`src/rtl/smc_pkg.sv`:
```
package smc_pkg;

    typedef enum logic [1:0] {
        RGN_PROM = 2'd0,
        RGN_SRAM = 2'd1,
        RGN_IO   = 2'd2
    } region_e;

    typedef enum logic [2:0] {
        ST_IDLE   = 3'd0,
        ST_SETUP  = 3'd1,
        ST_STROBE = 3'd2,
        ST_SKIP   = 3'd3,
        ST_TAIL   = 3'd4
    } state_e;

    localparam logic [1:0] SZ_BYTE = 2'd0;
    localparam logic [1:0] SZ_HALF = 2'd1;

    // Lane i covers data bits [8i+7:8i]; byte offset k maps to lane 3-k.
    function automatic logic [3:0] lane_mask(input logic [1:0] size, input logic [1:0] off);
        case (size)
            SZ_BYTE: lane_mask = 4'b1000 >> off;
            SZ_HALF: lane_mask = off[1] ? 4'b0011 : 4'b1100;
            default: lane_mask = 4'b1111;
        endcase
    endfunction

endpackage

```
`src/rtl/smc_region_decode.sv`:
```
module smc_region_decode
    import smc_pkg::*;
#(
    parameter int ROM_BANK_BIT = 20,
    parameter int SRAM_BANKS   = 2,
    parameter int BANK_KB      = 1
) (
    input  logic [31:0]           addr,
    output region_e               region,
    output logic [1:0]            rom_sel,
    output logic [SRAM_BANKS-1:0] ram_sel
);
    localparam int BANK_LSB = $clog2(BANK_KB * 1024);
    localparam int BANK_W   = (SRAM_BANKS > 1) ? $clog2(SRAM_BANKS) : 1;

    logic unused_addr;
    assign unused_addr = ^addr;

    always_comb begin
        case (addr[31:29])
            3'b000:  region = RGN_PROM;
            3'b001:  region = RGN_IO;
            default: region = RGN_SRAM;
        endcase
    end

    assign rom_sel = addr[ROM_BANK_BIT] ? 2'b10 : 2'b01;

    generate
        if (SRAM_BANKS == 1) begin : g_one_bank
            assign ram_sel = 1'b1;
        end else begin : g_banks
            logic [BANK_W-1:0] bank_idx;
            assign bank_idx = addr[BANK_LSB +: BANK_W];
            for (genvar i = 0; i < SRAM_BANKS; i++) begin : g_sel
                assign ram_sel[i] = (bank_idx == BANK_W'(i));
            end
        end
    endgenerate

endmodule

```
`src/rtl/smc_lane_merge.sv`:
```
module smc_lane_merge #(
    parameter int LANES = 4
) (
    input  logic [LANES*8-1:0] old_word,
    input  logic [LANES*8-1:0] new_word,
    input  logic [LANES-1:0]   lane_en,
    output logic [LANES*8-1:0] merged
);
    generate
        for (genvar i = 0; i < LANES; i++) begin : g_lane
            assign merged[i*8 +: 8] = lane_en[i] ? new_word[i*8 +: 8] : old_word[i*8 +: 8];
        end
    endgenerate
endmodule

```
`src/rtl/static_mem_ctrl.sv`:
```
module static_mem_ctrl
    import smc_pkg::*;
#(
    parameter int PROM_WS      = 2,
    parameter int RAM_WS       = 1,
    parameter int IO_WS        = 3,
    parameter bit PROM_BYTE    = 1'b1,
    parameter bit USE_RMW      = 1'b1,
    parameter int SRAM_BANKS   = 2,
    parameter int BANK_KB      = 1,
    parameter int ROM_BANK_BIT = 20,
    parameter int ADDR_W       = 28
) (
    input  logic                  clk,
    input  logic                  rst_n,
    input  logic                  req_valid,
    input  logic                  req_write,
    input  logic [1:0]            req_size,
    input  logic [31:0]           req_addr,
    input  logic [31:0]           req_wdata,
    output logic                  req_ready,
    output logic [31:0]           req_rdata,
    output logic [ADDR_W-1:0]     mem_addr,
    input  logic [31:0]           mem_din,
    output logic [31:0]           mem_dout,
    output logic                  mem_doe,
    output logic                  mem_oe_n,
    output logic                  mem_we_n,
    output logic [3:0]            mem_bsel_n,
    output logic [1:0]            rom_cs_n,
    output logic [SRAM_BANKS-1:0] ram_cs_n,
    output logic                  io_cs_n
);
    localparam int MAX_AB = (PROM_WS > RAM_WS) ? PROM_WS : RAM_WS;
    localparam int MAXWS  = (MAX_AB > IO_WS) ? MAX_AB : IO_WS;
    localparam int CW     = (MAXWS > 0) ? $clog2(MAXWS + 1) : 1;

    typedef struct packed {
        state_e                st;
        region_e               rgn;
        logic                  wr;
        logic                  rmw;
        logic                  rmw_wr;
        logic [1:0]            bidx;
        logic [CW-1:0]         cnt;
        logic [3:0]            mask;
        logic [1:0]            rom_sel;
        logic [SRAM_BANKS-1:0] ram_sel;
        logic [31:0]           addr;
        logic [31:0]           wdata;
        logic [23:0]           rbuf;
    } ctl_t;

    ctl_t s_q, s_d;

    function automatic logic [CW-1:0] ws_of(input region_e r);
        case (r)
            RGN_PROM: ws_of = CW'(PROM_WS);
            RGN_SRAM: ws_of = CW'(RAM_WS);
            default:  ws_of = CW'(IO_WS);
        endcase
    endfunction

    region_e               dec_rgn;
    logic [1:0]            dec_rom;
    logic [SRAM_BANKS-1:0] dec_ram;
    logic [31:0]           merged;

    smc_region_decode #(
        .ROM_BANK_BIT(ROM_BANK_BIT),
        .SRAM_BANKS  (SRAM_BANKS),
        .BANK_KB     (BANK_KB)
    ) u_decode (
        .addr   (req_addr),
        .region (dec_rgn),
        .rom_sel(dec_rom),
        .ram_sel(dec_ram)
    );

    smc_lane_merge #(.LANES(4)) u_merge (
        .old_word(mem_din),
        .new_word(s_q.wdata),
        .lane_en (s_q.mask),
        .merged  (merged)
    );

    logic byte_rom, last_unit, more_bytes, need_wphase;
    assign byte_rom    = PROM_BYTE && (s_q.rgn == RGN_PROM);
    assign last_unit   = (s_q.cnt == '0);
    assign more_bytes  = byte_rom && (s_q.bidx != 2'd3);
    assign need_wphase = s_q.rmw && !s_q.rmw_wr;

    always_comb begin
        s_d = s_q;
        case (s_q.st)
            ST_IDLE, ST_TAIL: begin
                s_d.st = ST_IDLE;
                if (req_valid) begin
                    s_d.rgn     = dec_rgn;
                    s_d.wr      = req_write;
                    s_d.addr    = req_addr;
                    s_d.wdata   = req_wdata;
                    s_d.mask    = lane_mask(req_size, req_addr[1:0]);
                    s_d.rom_sel = dec_rom;
                    s_d.ram_sel = dec_ram;
                    s_d.cnt     = ws_of(dec_rgn);
                    s_d.bidx    = 2'd0;
                    s_d.rmw_wr  = 1'b0;
                    s_d.rmw     = USE_RMW && req_write && (dec_rgn == RGN_SRAM)
                                  && (s_d.mask != 4'hF);
                    s_d.st      = (req_write && dec_rgn == RGN_PROM) ? ST_SKIP : ST_SETUP;
                end
            end
            ST_SETUP: s_d.st = ST_STROBE;
            ST_STROBE: begin
                if (!last_unit) begin
                    s_d.cnt = s_q.cnt - CW'(1);
                end else if (more_bytes) begin
                    s_d.rbuf = {s_q.rbuf[15:0], mem_din[7:0]};
                    s_d.bidx = s_q.bidx + 2'd1;
                    s_d.cnt  = ws_of(s_q.rgn);
                end else if (need_wphase) begin
                    s_d.wdata  = merged;
                    s_d.rmw_wr = 1'b1;
                    s_d.cnt    = ws_of(s_q.rgn);
                    s_d.st     = ST_SETUP;
                end else begin
                    s_d.st = ST_TAIL;
                end
            end
            ST_SKIP: s_d.st = ST_TAIL;
            default: s_d.st = ST_IDLE;
        endcase
    end

    always_ff @(posedge clk or negedge rst_n) begin
        if (!rst_n) s_q <= '0;
        else        s_q <= s_d;
    end

    logic in_access, strobe, wr_phase;
    logic [1:0] addr_lo;
    assign in_access = (s_q.st == ST_SETUP) || (s_q.st == ST_STROBE);
    assign strobe    = (s_q.st == ST_STROBE);
    assign wr_phase  = s_q.wr && (!s_q.rmw || s_q.rmw_wr);
    assign addr_lo   = byte_rom ? s_q.bidx : s_q.addr[1:0];

    assign mem_oe_n   = !(strobe && !wr_phase);
    assign mem_we_n   = !(strobe && wr_phase);
    assign mem_doe    = (strobe && wr_phase)
                      || ((s_q.st == ST_TAIL) && s_q.wr && (s_q.rgn != RGN_PROM));
    assign mem_dout   = s_q.wdata;
    assign mem_bsel_n = in_access ? ~((s_q.wr && !s_q.rmw) ? s_q.mask : 4'hF) : 4'hF;
    assign mem_addr   = {s_q.addr[ADDR_W-1:2], addr_lo};
    assign rom_cs_n   = ~(s_q.rom_sel & {2{in_access && (s_q.rgn == RGN_PROM)}});
    assign ram_cs_n   = ~(s_q.ram_sel & {SRAM_BANKS{in_access && (s_q.rgn == RGN_SRAM)}});
    assign io_cs_n    = !(in_access && (s_q.rgn == RGN_IO));
    assign req_ready  = (strobe && last_unit && !more_bytes && !need_wphase)
                      || (s_q.st == ST_SKIP);

    generate
        if (PROM_BYTE) begin : g_rom8
            assign req_rdata = byte_rom ? {s_q.rbuf, mem_din[7:0]} : mem_din;
        end else begin : g_rom32
            assign req_rdata = mem_din;
        end
    endgenerate

    logic unused_state;
    assign unused_state = ^{s_q.addr, s_q.rbuf};

    logic [SRAM_BANKS+2:0] cs_act;
    assign cs_act = {~rom_cs_n, ~ram_cs_n, ~io_cs_n};

    assert_cs_onehot_R1: assert property (@(posedge clk) disable iff (!rst_n)
        $onehot0(cs_act));

    assert_strobe_under_cs_R3: assert property (@(posedge clk) disable iff (!rst_n)
        (!mem_oe_n || !mem_we_n) |-> (cs_act != '0));

    assert_cs_leads_strobe_R3: assert property (@(posedge clk) disable iff (!rst_n)
        ($fell(mem_oe_n) || $fell(mem_we_n)) |-> ($past(cs_act) == cs_act));

    assert_ready_single_R3: assert property (@(posedge clk) disable iff (!rst_n)
        req_ready |=> !req_ready);

    assert_gap_after_ready_R4: assert property (@(posedge clk) disable iff (!rst_n)
        req_ready |=> (cs_act == '0 && mem_oe_n && mem_we_n));

    assert_no_dual_strobe_R3: assert property (@(posedge clk) disable iff (!rst_n)
        !(!mem_oe_n && !mem_we_n));

    assert_doe_window_R9: assert property (@(posedge clk) disable iff (!rst_n)
        mem_doe |-> (!mem_we_n || $past(!mem_we_n)));

    assert_dout_hold_R9: assert property (@(posedge clk) disable iff (!rst_n)
        (mem_doe && mem_we_n) |-> $stable(mem_dout));

    assert_rom_never_written_R10: assert property (@(posedge clk) disable iff (!rst_n)
        !mem_we_n |-> (rom_cs_n == 2'b11));

endmodule

```
`config.mk`:
```
export PLATFORM = sky130hd
export DESIGN_NAME = static_mem_ctrl
export DESIGN_NICKNAME = d
export VERILOG_FILES = /design/src/rtl/smc_pkg.sv /design/src/rtl/smc_region_decode.sv /design/src/rtl/smc_lane_merge.sv /design/src/rtl/static_mem_ctrl.sv
export SDC_FILE = /design/constraint.sdc
export NUM_CORES = 1
export LEC_CHECK = 0
export ABC_AREA = 0
export BUFFER_PORTS_ARGS = -buffer_cell sky130_fd_sc_hd__buf_2
export CAP_MARGIN = 20
export CORE_MARGIN = 10
export CORE_UTILIZATION = 53
export DETAILED_ROUTE_END_ITERATION = 16
export MAX_ROUTING_LAYER = met4
export PLACE_DENSITY = 0.95
export SYNTH_ARGS = -nofsm -noshare
export SYNTH_HDL_FRONTEND = slang
export SYNTH_SLANG_ARGS = --single-unit
```
`constraint.sdc`:
```
create_clock -name clk -period 4.1 [get_ports clk]
set_clock_uncertainty 0.1 [all_clocks]
set_input_delay 0.205 -clock clk [delete_from_list [all_inputs] [get_ports clk]]
set_output_delay 0.205 -clock clk [all_outputs]
set_load 0.02 [all_outputs]
```
# After elaboration in Yosys (flattened, before gate mapping)
# Cells that the tools add are included.
totals:
  output_inout_bits: 105
  ff_bits: 108
  input_bits: 102
  word_cells: 129
op_classes:
  muxes: 35
  bitwise: 6
  reduce_logical: 48
  n_shift: 1
  eq_ne: 21
  addsub: 2
ops:
  columns: ["operator", "count"]
  rows:
  - ["32-bit 2-to-1 mux", 3]
  - ["83-bit 2-to-1 mux", 1]
  - ["32-bit one-hot mux with 2 select lines", 1]
  - ["56-bit 2-to-1 mux", 1]
  - ["8-bit 2-to-1 mux", 4]
  - ["24-bit 2-to-1 mux", 1]
  - ["6-bit AND reduction", 4]
  - ["4-bit 2-to-1 mux", 5]
  - ["2-bit inequality test (second input constant)", 10]
  - ["1-bit logical AND", 17]
  - ["2-bit 2-to-1 mux", 7]
  - ["3-bit 2-to-1 mux", 4]
  - ["2-bit one-hot mux with 2 select lines", 3]
  - ["3-bit one-hot mux with 4 select lines", 1]
  - ["5-bit one-hot mux with 2 select lines", 1]
  - ["1-bit zero test", 8]
  - ["2-bit zero test", 4]
  - ["4-bit inequality test (second input constant)", 2]
  - ["4-bit one-hot mux with 2 select lines", 1]
  - ["2-bit by 1-bit == test with 1-bit output (second input constant)", 3]
  - ["3-bit by 1-bit == test with 1-bit output (second input constant)", 2]
  - ["3-bit by 2-bit == test with 1-bit output (second input constant)", 2]
  - ["3-bit zero test", 2]
  - ["3-bit AND reduction", 2]
  - ["16 further kinds", 24]

# Longest topological paths before layout
depth:
  depth_word: 8
  depth_mapped: 8
  depth_no_buf: 5

# Cells and area by module
# A second synthesis with hierarchy kept.
hier_totals:
  cells_unflattened: 541
  area_unflattened_um2: 5948.2
by_module_without_submodules:
  columns: ["module", "n_inst", "cells_per_inst", "area_per_inst_um2", "seq_area_each_um2"]
  rows:
  - ["static_mem_ctrl", 1, 499, 5386.4, 2602.5]
  - ["smc_lane_merge", 1, 36, 525.5, 0.0]
  - ["smc_region_decode", 1, 6, 36.3, 0.0]

# Worst setup path before layout
# Ideal clock, no wire load.
synth_path:
  path_kind: "register -> output"
  startpoint: "register s_q[104] (netlist name)"
  endpoint: "output port req_rdata[23]"
  setup_slack_ns: 2.135
  path_stages_with_launch: 5
  arrival_ns: 1.660
  required_ns: 3.795
  n_path_buf: 2
  cell_sequence: "dfrtp_1 -> nor2_1 -> clkbuf_1 -> clkbuf_1 -> mux2_2"
synth_between:
  elab_chain_len: 2
synth_lines:
  columns: ["item", "line", "rtl"]
  rows:
  - ["start, declared", "static_mem_ctrl.sv:54", "ctl_t s_q, s_d;"]
  - ["start signal, assigned", "static_mem_ctrl.sv:137", "if (!rst_n) s_q <= '0;"]
  - ["start signal, assigned", "static_mem_ctrl.sv:138", "else s_q <= s_d;"]
  - ["2-bit zero test", "static_mem_ctrl.sv:88", "assign byte_rom = PROM_BYTE && (s_q.rgn == RGN_PROM);"]
  - ["32-bit 2-to-1 mux", "static_mem_ctrl.sv:163", "assign req_rdata = byte_rom ? {s_q.rbuf, mem_din[7:0]} : mem_din;"]
  - ["end, declared", "static_mem_ctrl.sv:22", "output logic [31:0] req_rdata,"]
# No other way between the ends.

# Worst setup path after layout
layout_path:
  startpoint: "register s_q[105] (netlist name)"
  endpoint: "register s_q[15] (netlist name)"
layout_between:
  elab_chain_len: 2
layout_lines:
  columns: ["item", "line", "rtl"]
  rows:
  - ["3-bit by 2-bit == test with 1-bit output", "static_mem_ctrl.sv:95", "case (s_q.st)"]
  - ["3-bit AND reduction (no source line)", null, null]
# No other way between the ends.
# A chain may end at the register's enable or synchronous reset.

==> results.json <==
{
  "outcome": "finished clean",
  "combPwrFrac_pct": 52.6,
  "rows": 36,
  "die_w_um": 121,
  "routedWlPerCell_um": 20.2,
  "grt_overflow_total": 0,
  "crit_chain": "nor3b_2, nand3_2, mux2_2",
  "ys_seq_area_share_pct": 47.6,
  "arrival_ns": 2.75,
  "drc": 0,
  "yosysMostFrequentCell": "dfrtp_1",
  "synth_edf_count": 0,
  "synth_flop_cell": "dfrtp_1",
  "area_delta_synth_final_pct": 22.2,
  "synth_area_leader_cell": "dfrtp_1",
  "nets": 767,
  "start_util_pct": 54.7,
  "clockPowerShare_pct": 13.2,
  "power_density_nw_per_um2": 824,
  "worst-r2r-setup-slack_ns": 1.50,
  "grt_max_degree": 63,
  "ant_nets": 0,
  "r2r-end": "s_q[15]",
  "leakage_nw": 3.39,
  "die-height_um": 121,
  "cp.required_ns": 4.25,
  "synthArstFlopShare_pct": 100,
  "antenna_found_initial": 0,
  "via_per_inst": 5.47,
  "cp_num_buf_inv": 0,
  "hpwl_um": 11200,
  "core_um2": 9820,
  "rsz0062_at_grt": "no",
  "cts_made_buffers": 9,
  "worstRegToRegCells": 3,
  "final_util_pct": 66.8,
  "p_sw_mw": 2.43,
  "yosysUniqueCellTypes": 38,
  "first_pass_iters": 5,
  "clock-sinks": 102,
  "crit_type": "register to register",
  "hold_depth": 2,
  "hold_start": "mem_din[6]",
  "clk_latency_ns": 0.37,
  "synth_area_leaders": "dfrtp_1 (48%), mux2_2 (17%), buf_4 (9.7%)",
  "min_to": "s_q[6]",
  "clock_tree.buffer_depth": 2,
  "tightest_slew_ns": 0.931,
  "setup_viol": 0,
  "drive_gt1_share_pct": 47.5,
  "internal-power_mw": 2.97,
  "pwr-share-seq_pct": 34.2,
  "top_level_ports": 207,
  "worstPathMaxFanout": 27,
  "final_hold_viol_count": 0,
  "cp-end-kind": "register",
  "irDropWorstVdd_v": 0.000475,
  "yosys_register_bits": 102,
  "num_vias": 4384,
  "cts_tree": "built",
  "grt_pass1_wl_um": 25500,
  "syn_area_per_cell_um2": 10.8,
  "place_congestion": 0.866,
  "cts_root_buffer": "clkbuf_8",
  "setup_tns_ns": 0,
  "grt_pass1_vias": 4773,
  "startpoint_type": "register",
  "yosys_warnings": 0,
  "netlist_area_um2": 5370,
  "fmax_mhz": 384,
  "period_needed_ns": 2.60,
  "n_fill_cell": 707,
  "cpMaxStageDelayCell": "nand3_2",
  "cp_slowest_stage_delay_ns": 0.66,
  "critPathTopFamily": "simple AND/OR/NAND/NOR gates",
  "clkTransAtPathRegs_ns": 0.10,
  "ctsResizeCount": 0,
  "maxSlewHeadroom_pct": 37.8,
  "initialDrtViolationCount": 356,
  "n_antenna_cell": 0,
  "grt_usage_pct": 22.5,
  "synth_top_area_share_pct": 47.6,
  "io_buffers": 205,
  "htree_levels": 3,
  "post-route-period-util_pct": 63.5,
  "synth.cells.most_frequent": "dfrtp_1 (102), nand2_1 (101), mux2_2 (81)",
  "swShare_pct": 44.9,
  "maxCapViolCount": 0,
  "drt_wl_total_um": 16200,
  "slew_viol_final": 0,
  "die-area_um2": 14600,
  "synthCells": 498,
  "synth_nets": 601,
  "r2r-start": "s_q[105]",
  "hp-class": "input port to register"
}
-- how the worst max path moves through the flow --
stage / start / end / slack [ns] / depth (start not counted)
after CTS: s_q[105] / s_q[1] / 1.50 / 3
after detailed placement: s_q[105] / s_q[21] / 1.51 / 3
final: s_q[105] / s_q[15] / 1.50 / 3
after floorplan: s_q[104] / req_rdata[23] / 2.13 / 4
after global placement: s_q[105] / s_q[18] / 1.58 / 3
after global routing: s_q[105] / s_q[7] / 1.36 / 3
-- registers in the layout, indices dropped and copies added, names as in the netlist --
signal and cells:
s_q 44, mem_dout 32, mem_addr 26
-- final cells by class --
| class | count | area [µm²] | share of cell area [%] |
|---|---|---|---|
| tap | 133 | 166 | 2.54 |
| sequential | 102 | 2550 | 38.9 |
| inverter | 3 | 11.3 | 0.172 |
| timing repair buffer | 245 | 1420 | 21.6 |
| multi-input combinational | 303 | 2190 | 33.4 |
| clock buffer | 11 | 141 | 2.16 |
| clock inverter | 4 | 77.6 | 1.18 |
-- routing by layer --
layer  vias up  track usage [%]  share of wire (%)
met2       205             37.6                 50
met3        31             7.91                9.1
met5         -                -                  0
met4         0             7.32                2.0
li1       1983                -                  -
met1      2165             24.7                 39
-- stage by stage --
stage | total power, mW | area, µm² | worst slack, ns | cells | hold WS, ns
floorplan | 4.11 | 5370 | 2.13 | 498 | -0.191
global placement | 4.51 | 5980 | 1.58 | 750 | 0.214
detailed placement | 4.64 | 5980 | 1.51 | 750 | 0.236
CTS | 5.40 | 6560 | 1.50 | 801 | 0.00136
global route | 5.74 | 6560 | 1.36 | 801 | 0.00152
finish | 5.40 | 6560 | 1.50 | 801 | 0.0240
-- layout by cell type, fill, tap and decap left out, types with 4 or more instances in the layout --
cell type and instances:
mux2_2 81, buf_4 5, dlygate4sd3_1 36, a31oi_1 4, a22o_1 29, clkbuf_8 10
nand2b_1 7, a31oi_4 4, dfrtp_1 102, nand2_1 101, buf_2 204, o21ai_0 11
nor3_1 4, nand3_1 17, nor2_1 12
-- cells by family (layout without fill, tap and decap cells) --
family	count (synthesis)	after routing	share of synthesized area [%]
DFF	102	102	47.6
adders and majority gates	1	1	0.233
xor gates and xnor gates	1	1	0.163
AOI/OAI and AO/OA	60	60	9.40
muxes	83	83	17.4
buffers and inverters	93	263	11.8
and+or+nand+nor	158	158	13.4
-- power groups by stage --
stage          clock network (mW)  logic (mW)  registers, mW
2_1_floorplan                   0        2.39           1.72
3_3_place_gp                    0        2.70           1.81
3_5_place_dp                    0        2.79           1.85
4_1_cts                     0.731        2.84           1.83
5_1_grt                     0.773        3.06           1.90
6_report                    0.713        2.84           1.85
-- what timing repair did --
action,CTS,global route
hold buffers,36,0
setup buffers,0,0
hold endpoints to repair,97,0
Note: power is estimated with default switching activity, not from simulation.
